--- config.mk ---
export PLATFORM = sky130hd
export DESIGN_NAME = wake_timer
export DESIGN_NICKNAME = d
export VERILOG_FILES = /design/src/rtl/wake_timer.sv
export SDC_FILE = /design/constraint.sdc
export NUM_CORES = 1
export LEC_CHECK = 0
export ABC_AREA = 0
export BUFFER_PORTS_ARGS = -buffer_cell sky130_fd_sc_hd__buf_2
export CORE_MARGIN = 1
export CORE_UTILIZATION = 60
export DETAILED_ROUTE_END_ITERATION = 7
export GPL_TIMING_DRIVEN = 0
export PLACE_DENSITY = 0.79
export SETUP_SLACK_MARGIN = 0.1
export SLEW_MARGIN = 20
export SYNTH_ARGS = -nofsm -noshare
export SYNTH_HDL_FRONTEND = slang
export SYNTH_SLANG_ARGS = --single-unit
export TNS_END_PERCENT = 50
--- constraint.sdc ---
create_clock -name clk -period 6.61 [get_ports clk]
set_input_delay 1.322 -clock clk [delete_from_list [all_inputs] [get_ports clk]]
set_output_delay 1.322 -clock clk [all_outputs]
set_load 0.01 [all_outputs]
--- src/rtl/wake_timer.sv ---
module wake_timer #(
  parameter int AW  = 6,
  parameter int DW  = 32,
  parameter int NW  = 16,
  parameter int PCW = 4
) (
  input  logic          clk,
  input  logic          rst_n,
  input  logic [AW-1:0] bus_addr,
  input  logic          bus_we,
  input  logic [DW-1:0] bus_wdata,
  output logic [DW-1:0] bus_rdata,
  input  logic          tmr_in,
  output logic          irq
);
  localparam int IW = AW - 2;
  localparam int PW = (1 << PCW) - 1;

  localparam logic [IW-1:0] IX_CNT = 0, IX_CMP = 1, IX_INT = 3, IX_CTL = 4,
                            IX_NOL = 5, IX_PST = 6, IX_RLD = 7, IX_SNP = 8;
  localparam logic [2:0] M_ONE = 3'd0, M_RPT = 3'd1, M_EVT = 3'd2, M_CAP = 3'd4,
                         M_CMP = 3'd5, M_GAT = 3'd6, M_CCM = 3'd7;

  logic [DW-1:0] cnt_q, cmp_q, pst_q, rld_q, snp_q, cnt_d;
  logic [NW-1:0] nol_q;
  logic [8:0]    ctl_q;
  logic [PW-1:0] pre_q, pre_lim;
  logic          pend_q, s1_q, s2_q;
  logic          adv, hit, cap, stop, tick, act, edge_a;

  wire [IW-1:0] idx  = bus_addr[AW-1:2];
  wire [2:0]    mode = ctl_q[2:0];
  wire          pol  = ctl_q[6];
  wire          en   = ctl_q[7];
  wire [PCW-1:0] pcode = {ctl_q[8], ctl_q[5:3]};
  wire          wr_cnt = bus_we && idx == IX_CNT;
  wire          wr_int = bus_we && idx == IX_INT;
  wire          wr_ctl = bus_we && idx == IX_CTL;
  wire          set_pend = hit | cap;

  assign pre_lim = PW'((32'd1 << pcode) - 32'd1);
  assign tick    = en && pre_q == pre_lim;
  assign act     = s1_q ^ pol;
  assign edge_a  = act && !(s2_q ^ pol);
  assign irq     = pend_q;

  always_ff @(posedge clk or negedge rst_n)
    if (!rst_n) begin
      s1_q <= 1'b0;
      s2_q <= 1'b0;
    end else begin
      s1_q <= tmr_in;
      s2_q <= s1_q;
    end

  always_ff @(posedge clk or negedge rst_n)
    if (!rst_n)       pre_q <= '0;
    else if (!en || tick) pre_q <= '0;
    else              pre_q <= pre_q + 1'b1;

  always_comb begin
    cnt_d = cnt_q;
    hit   = 1'b0;
    cap   = 1'b0;
    stop  = 1'b0;
    case (mode)
      M_EVT:   adv = edge_a;
      M_GAT:   adv = tick && act;
      3'd3:    adv = 1'b0;
      default: adv = tick;
    endcase
    if (en) begin
      if (adv) begin
        if (cnt_q == cmp_q && mode != M_CAP && mode != M_CMP) cnt_d = 1;
        else cnt_d = cnt_q + 1'b1;
        hit = cnt_q == cmp_q && mode != M_CAP && mode != M_CCM;
      end
      if (edge_a && (mode == M_CAP || mode == M_CCM)) begin
        cap = 1'b1;
        if (mode == M_CAP) cnt_d = 1;
      end
      stop = hit && mode == M_ONE;
    end
  end

  always_ff @(posedge clk or negedge rst_n)
    if (!rst_n) begin
      cnt_q <= '0; cmp_q <= '0; pst_q <= '0; rld_q <= '0;
      snp_q <= '0; nol_q <= '0; ctl_q <= '0; pend_q <= 1'b0;
    end else begin
      cnt_q <= wr_cnt ? bus_wdata : cnt_d;
      if (bus_we && idx == IX_CMP) cmp_q <= bus_wdata;
      if (bus_we && idx == IX_NOL) nol_q <= bus_wdata[NW-1:0];
      if (bus_we && idx == IX_PST) pst_q <= bus_wdata;
      if (bus_we && idx == IX_RLD) rld_q <= bus_wdata;
      if (cap) snp_q <= cnt_q;
      if (wr_ctl)    ctl_q <= bus_wdata[8:0];
      else if (stop) ctl_q[7] <= 1'b0;
      if (set_pend)    pend_q <= 1'b1;
      else if (wr_int) pend_q <= 1'b0;
    end

  always_comb begin
    bus_rdata = '0;
    case (idx)
      IX_CNT:  bus_rdata = cnt_q;
      IX_CMP:  bus_rdata = cmp_q;
      IX_INT:  bus_rdata[0] = pend_q;
      IX_CTL:  bus_rdata[8:0] = ctl_q;
      IX_NOL:  bus_rdata[NW-1:0] = nol_q;
      IX_PST:  bus_rdata = pst_q;
      IX_RLD:  bus_rdata = rld_q;
      IX_SNP:  bus_rdata = snp_q;
      default: bus_rdata = '0;
    endcase
  end


  cnt_write_wins_chk: assert property (@(posedge clk) disable iff (!rst_n)
    bus_we && bus_addr[AW-1:2] == IX_CNT |=> cnt_q == $past(bus_wdata));


  cnt_hold_chk: assert property (@(posedge clk) disable iff (!rst_n)
    (!ctl_q[7] || ctl_q[2:0] == 3'd3) && !(bus_we && bus_addr[AW-1:2] == IX_CNT) |=> $stable(cnt_q));


  oneshot_stop_chk: assert property (@(posedge clk) disable iff (!rst_n)
    ctl_q[7] && ctl_q[2:0] == M_ONE && tick && cnt_q == cmp_q && !bus_we |=> !ctl_q[7] && cnt_q == 1 && irq);


  capture_snap_chk: assert property (@(posedge clk) disable iff (!rst_n)
    ctl_q[7] && ctl_q[2:0] == M_CAP && edge_a && !bus_we |=> snp_q == $past(cnt_q) && cnt_q == 1 && irq);


  irq_clear_chk: assert property (@(posedge clk) disable iff (!rst_n)
    bus_we && bus_addr[AW-1:2] == IX_INT && !hit && !cap |=> !irq);


  presc_restart_chk: assert property (@(posedge clk) disable iff (!rst_n)
    !ctl_q[7] |=> pre_q == '0);
endmodule

Word-level counts from Yosys, hierarchy flattened:

Cells that the tools add are included.
Widths: inputs -> output; s select.

* bits in registers: 203
* output and inout bits: 33
* logic and storage cells: 82
* input port bits: 42

* multiplexer cells: 22
* shifts and indexed selects: 1
* equal/unequal tests: 17
* reduce and logical (&&, ||, !) cells: 24
* add/sub/neg operators: 3
* bitwise gates (word level): 3

Operators with widths (count)
* $mux 32: 6
* $pmux 16 s5: 1
* $pmux 8 s7: 1
* $pmux 7 s6: 1
* $add 32x1->32 const B: 1
* $eq 32x32->1: 1
* $eq 4x3->1 const B: 4
* $add 15x1->15 const B: 1
* $eq 15x15->1: 1
* $logic_and 1x1->1: 15
* $mux 15: 1
* $shl 1x4->15 const A: 1
* $sub 15x1->15 const B: 1
* $mux 1: 10
* $eq 3x3->1 const B: 3
* $ne 3x3->1 const B: 3
* $pmux 1 s8: 1
* $eq 3x2->1 const B: 2
* $reduce_bool 2->1: 3
* $eq 4x1->1 const B: 1
* $eq 4x2->1 const B: 1
* $eq 4x4->1 const B: 1
* $logic_not 4->1: 1
* $logic_not 3->1: 1
* 5 further kinds: 8

Logic depth before layout (Yosys ltp):

* word-level depth: 12
* depth in mapped cells: 16
* depth with buffers taken out: 11

Least setup slack after synthesis:

No wires, ideal clock.

* kind: input port to output port
* from: input port bus_addr[2]
* to: output port bus_rdata[7]
* cell stages on the path: 5
* setup slack: 2.642 ns
* required time: 5.288 ns
* arrival time: 2.646 ns
* buffers on the path: 2
* path through: clkbuf_1 > nor4b_1 > clkbuf_1 > a222oi_1 > nand3_1

* cells in the longest elaborated chain, start to end: 2
* elaborated cells on any way between the ends: 8
* classes of those cells: eq/ne (6); mux (1); reduce/logical (1)

Ends and longest elaborated chain
* from (decl): line 9 `input logic [AW-1:0] bus_addr,`
* $eq 4x4->1 (tied with other cells): line 105 `case (idx)`
* $pmux 8 s7 *: line 105
* to (decl): line 12 `output logic [DW-1:0] bus_rdata,`

Every way passes the cells marked *; elsewhere a longest branch is shown, timed or not.

Worst setup path after layout:

* from: input port bus_addr[2]
* to: output port bus_rdata[4]

The elaborated chain is that of the path after synthesis.

==> summary.txt <==
GRT
  – First-pass GRT wire length: 50,490 um
  – Gr ovfl total: 0
  – Vias in the first global route: between 9,000 and 10,000
  – Pin count of the biggest net entering global routing: slightly above 100
  – Initial antenna violation count: 0
  – Tot GR Track Use: 0.3578

Status
  – Outcome: finished clean

Clocking
  – Skew-Pair Late Insertion Delay: 0.51 ns
  – CTS Buf Count: 22
  – Hold buffers post-CTS: 0
  – TritonCTS clock tree: built
  – CTS root buf: clkbuf_16
  – Clk slew on worst S/H paths: 0.06 ns
  – Clock Tree Buf Depth: 3
  – CTS H-Tree Depth: 1
  – Post-cts resize count: 0
  – Sinks on the clock net: 203
  – Setup bufs post-CTS: 0

Floorplan
  – Initial core utilization: 0.6211
  – Die ar.: 18,630 um^2
  – Core Area: roughly 17,000 um^2
  – Die extent in x: about 140 um
  – IO Count: 75
  – DIE HEIGHT: 136.5 um
  – Cell Rows: 48

STA
  – RSZ-0062 raised after global routing: false
  – Fmax: around 190 MHz
  – Relative slew slack: 0.1773
  – Slew @ Worst Pin: roughly 1.2 ns
  – Final critical-path share of the clock period: 0.7848
  – Fin. max-slew vios: 0
  – Final hold vios: 0
  – Minimum clock period: 5.187 ns
  – Final setup margin: around 1.4 ns
  – Setup TNS: 0 ns
  – Clock skew: 0.01006 ns
  – Final setup viols: 0

Synthesis
  – Register area share after synthesis: 0.4680
  – Dominant synthesized flop cell: dfrtp_1
  – EDFF count, synth: 0
  – FF+latch count, synth: a little over 200
  – Syn_area_per_cell: between 10 and 15 um^2
  – YS warnings: 0
  – Gate Count Post-Synth: approximately 1,100
  – Synth cell types: 73
  – Post-synthesis async set-or-reset flop share: 1.000
  – Syn Nets: 1,114
  – Synth Cell Area: around 11,000 um^2

Finish
  – Layout cells sized above 1: 0.2186
  – Commonest cells after routing, fill and taps aside: 203 x dfrtp_1, 153 x nand2_1, 120 x mux2_2
  – Synth-to-Final Area Change: 13.14%
  – # diodes: 0
  – Commonest non-fill, non-tap cell in the layout: dfrtp_1
  – # nets final: around 1,200
  – Utilization after layout: 0.7027

Detailed routing
  – WL final: around 32,000 um
  – Routed Antenna Nets: 0
  – Drt pass-1 iters: 6
  – Highest metal used: met4
  – Metal2 WL: 14,540 um
  – Mean routed wirelength per cell: around 23 um
  – Vias post-DR: 9,355
  – Initial drt markers: roughly 1,200
  – Mean number of vias per cell: around 6.7
  – Met3 routed WL: 3482 um
  – Final routed DRC violation total: 0
  – M1 WL: about 13,000 um

Setup path
  – Crit-path max FO: 10
  – Worst EP arrival: between 3 and 4 ns
  – Startpoint Class: primary input
  – Critical path class: in -> out
  – Required time of the critical path: 5.29 ns
  – CP Capture Type: primary output

Power and ir drop
  – Worst vdd ir: approximately 240 uV
  – PwrDens: about 340 nW/um^2
  – LEAKAGE: 5.319 nW
  – Tot Pwr: about 4.2 mW

Placed design
  – Setup WS pre-CTS: roughly 1.6 ns
  – Routability congestion estimate from global placement: 0.9779
  – PortBufs: 70
  – Dpl hpwl: ~22,000 um

Worst hold path
  – Worst min-delay path class: reg -> reg

Run
  – Max-Cap Viols: 0
## area by class of cell
cell class,count,area (um^2)
multi-input cells,758,5334
well taps,225,281.5
clock inverters,6,55.05
flip-flops and latches,203,5080
inverters,17,63.81
plain buffers,91,387.9
clock buffers,33,663.1
fillers,1321,5196
repair buffers,72,415.4
## stage by stage
stage,std cells,hold slack (ns),cell area (um^2)
global placement,1364,0.4583,11490
floorplan,1069,0.4042,10850
detailed placement,1366,0.4628,11560
finish,1405,0.4763,12280
global route,1405,0.5021,12280
CTS,1405,0.4784,12280
## where the power goes
part	switching (mW)	total [mW]	internal (mW)
clock network	0.504	1.23	0.730
registers	0.205	1.74	1.54
logic	0.680	1.18	0.500
## flip-flops by register name, summed over array words and instances, names as in the netlist
signal / count
cmp_q: 32
cnt_q: 32
ctl_q: 9
irq: 1
nol_q: 16
pre_q: 15
pst_q: 32
rld_q: 32
s1_q: 1
s2_q: 1
snp_q: 32
## final timing paths
check | start | endpoint | depth (start not counted) | slack (ns)
min in group asynchronous | rst_n | pre_q[13] | 1 | 0.65
worst min register to register | snp_q[5] | snp_q[5] | 2 | 0.48
worst max register to register | ctl_q[8] | cnt_q[21] | 15 | 2.07
worst min-delay path | snp_q[5] | snp_q[5] | 2 | 0.48
max in group asynchronous | rst_n | cnt_q[21] | 2 | 5.17
worst max-delay path | bus_addr[2] | bus_rdata[4] | 7 | 1.42
## metal layers
| metal | GRT usage | vias up |
|---|---|---|
| met4 | 0.1253 | 0 |
| met2 | 0.5448 | 523 |
| met5 | 0 | - |
| met3 | 0.08000 | 83 |
| met1 | 0.5039 | 4629 |
| li1 | - | 4120 |
## logic make-up after synthesis
family / after synthesis / synth area share
xor gates and xnor gates: 53 / 0.04277
and+or+nand+nor: 354 / 0.1608
DFF: 203 / 0.4680
adders and majority gates: 3 / 0.003459
AOI/OAI and AO/OA: 227 / 0.1579
muxes: 121 / 0.1254
buffers and inverters: 108 / 0.04161
## cells in the mapped netlist (all sizes together), types with 17 or more instances
cell type / count / area (um^2)
nand3: 44 / 220.2
clkbuf: 61 / 230.2
nor3b: 17 / 127.6
o311ai: 25 / 219.0
a21oi: 24 / 120.1
buf: 30 / 157.7
o21ai: 30 / 153.9
nand2: 153 / 574.3
mux2: 120 / 1351
dfrtp: 203 / 5080
a22oi: 58 / 435.4
a222oi: 24 / 240.2
xnor2: 48 / 420.4
nor2: 44 / 165.2
## worst max-delay path, stage by stage
cell	delay (ns)
clkbuf_1	0.27
nand2b_1	0.13
nor3_1	0.94
clkbuf_1	0.72
a22oi_1	0.15
nand3_1	0.17
buf_2	0.15
Power figures use the tool's default switching activity.
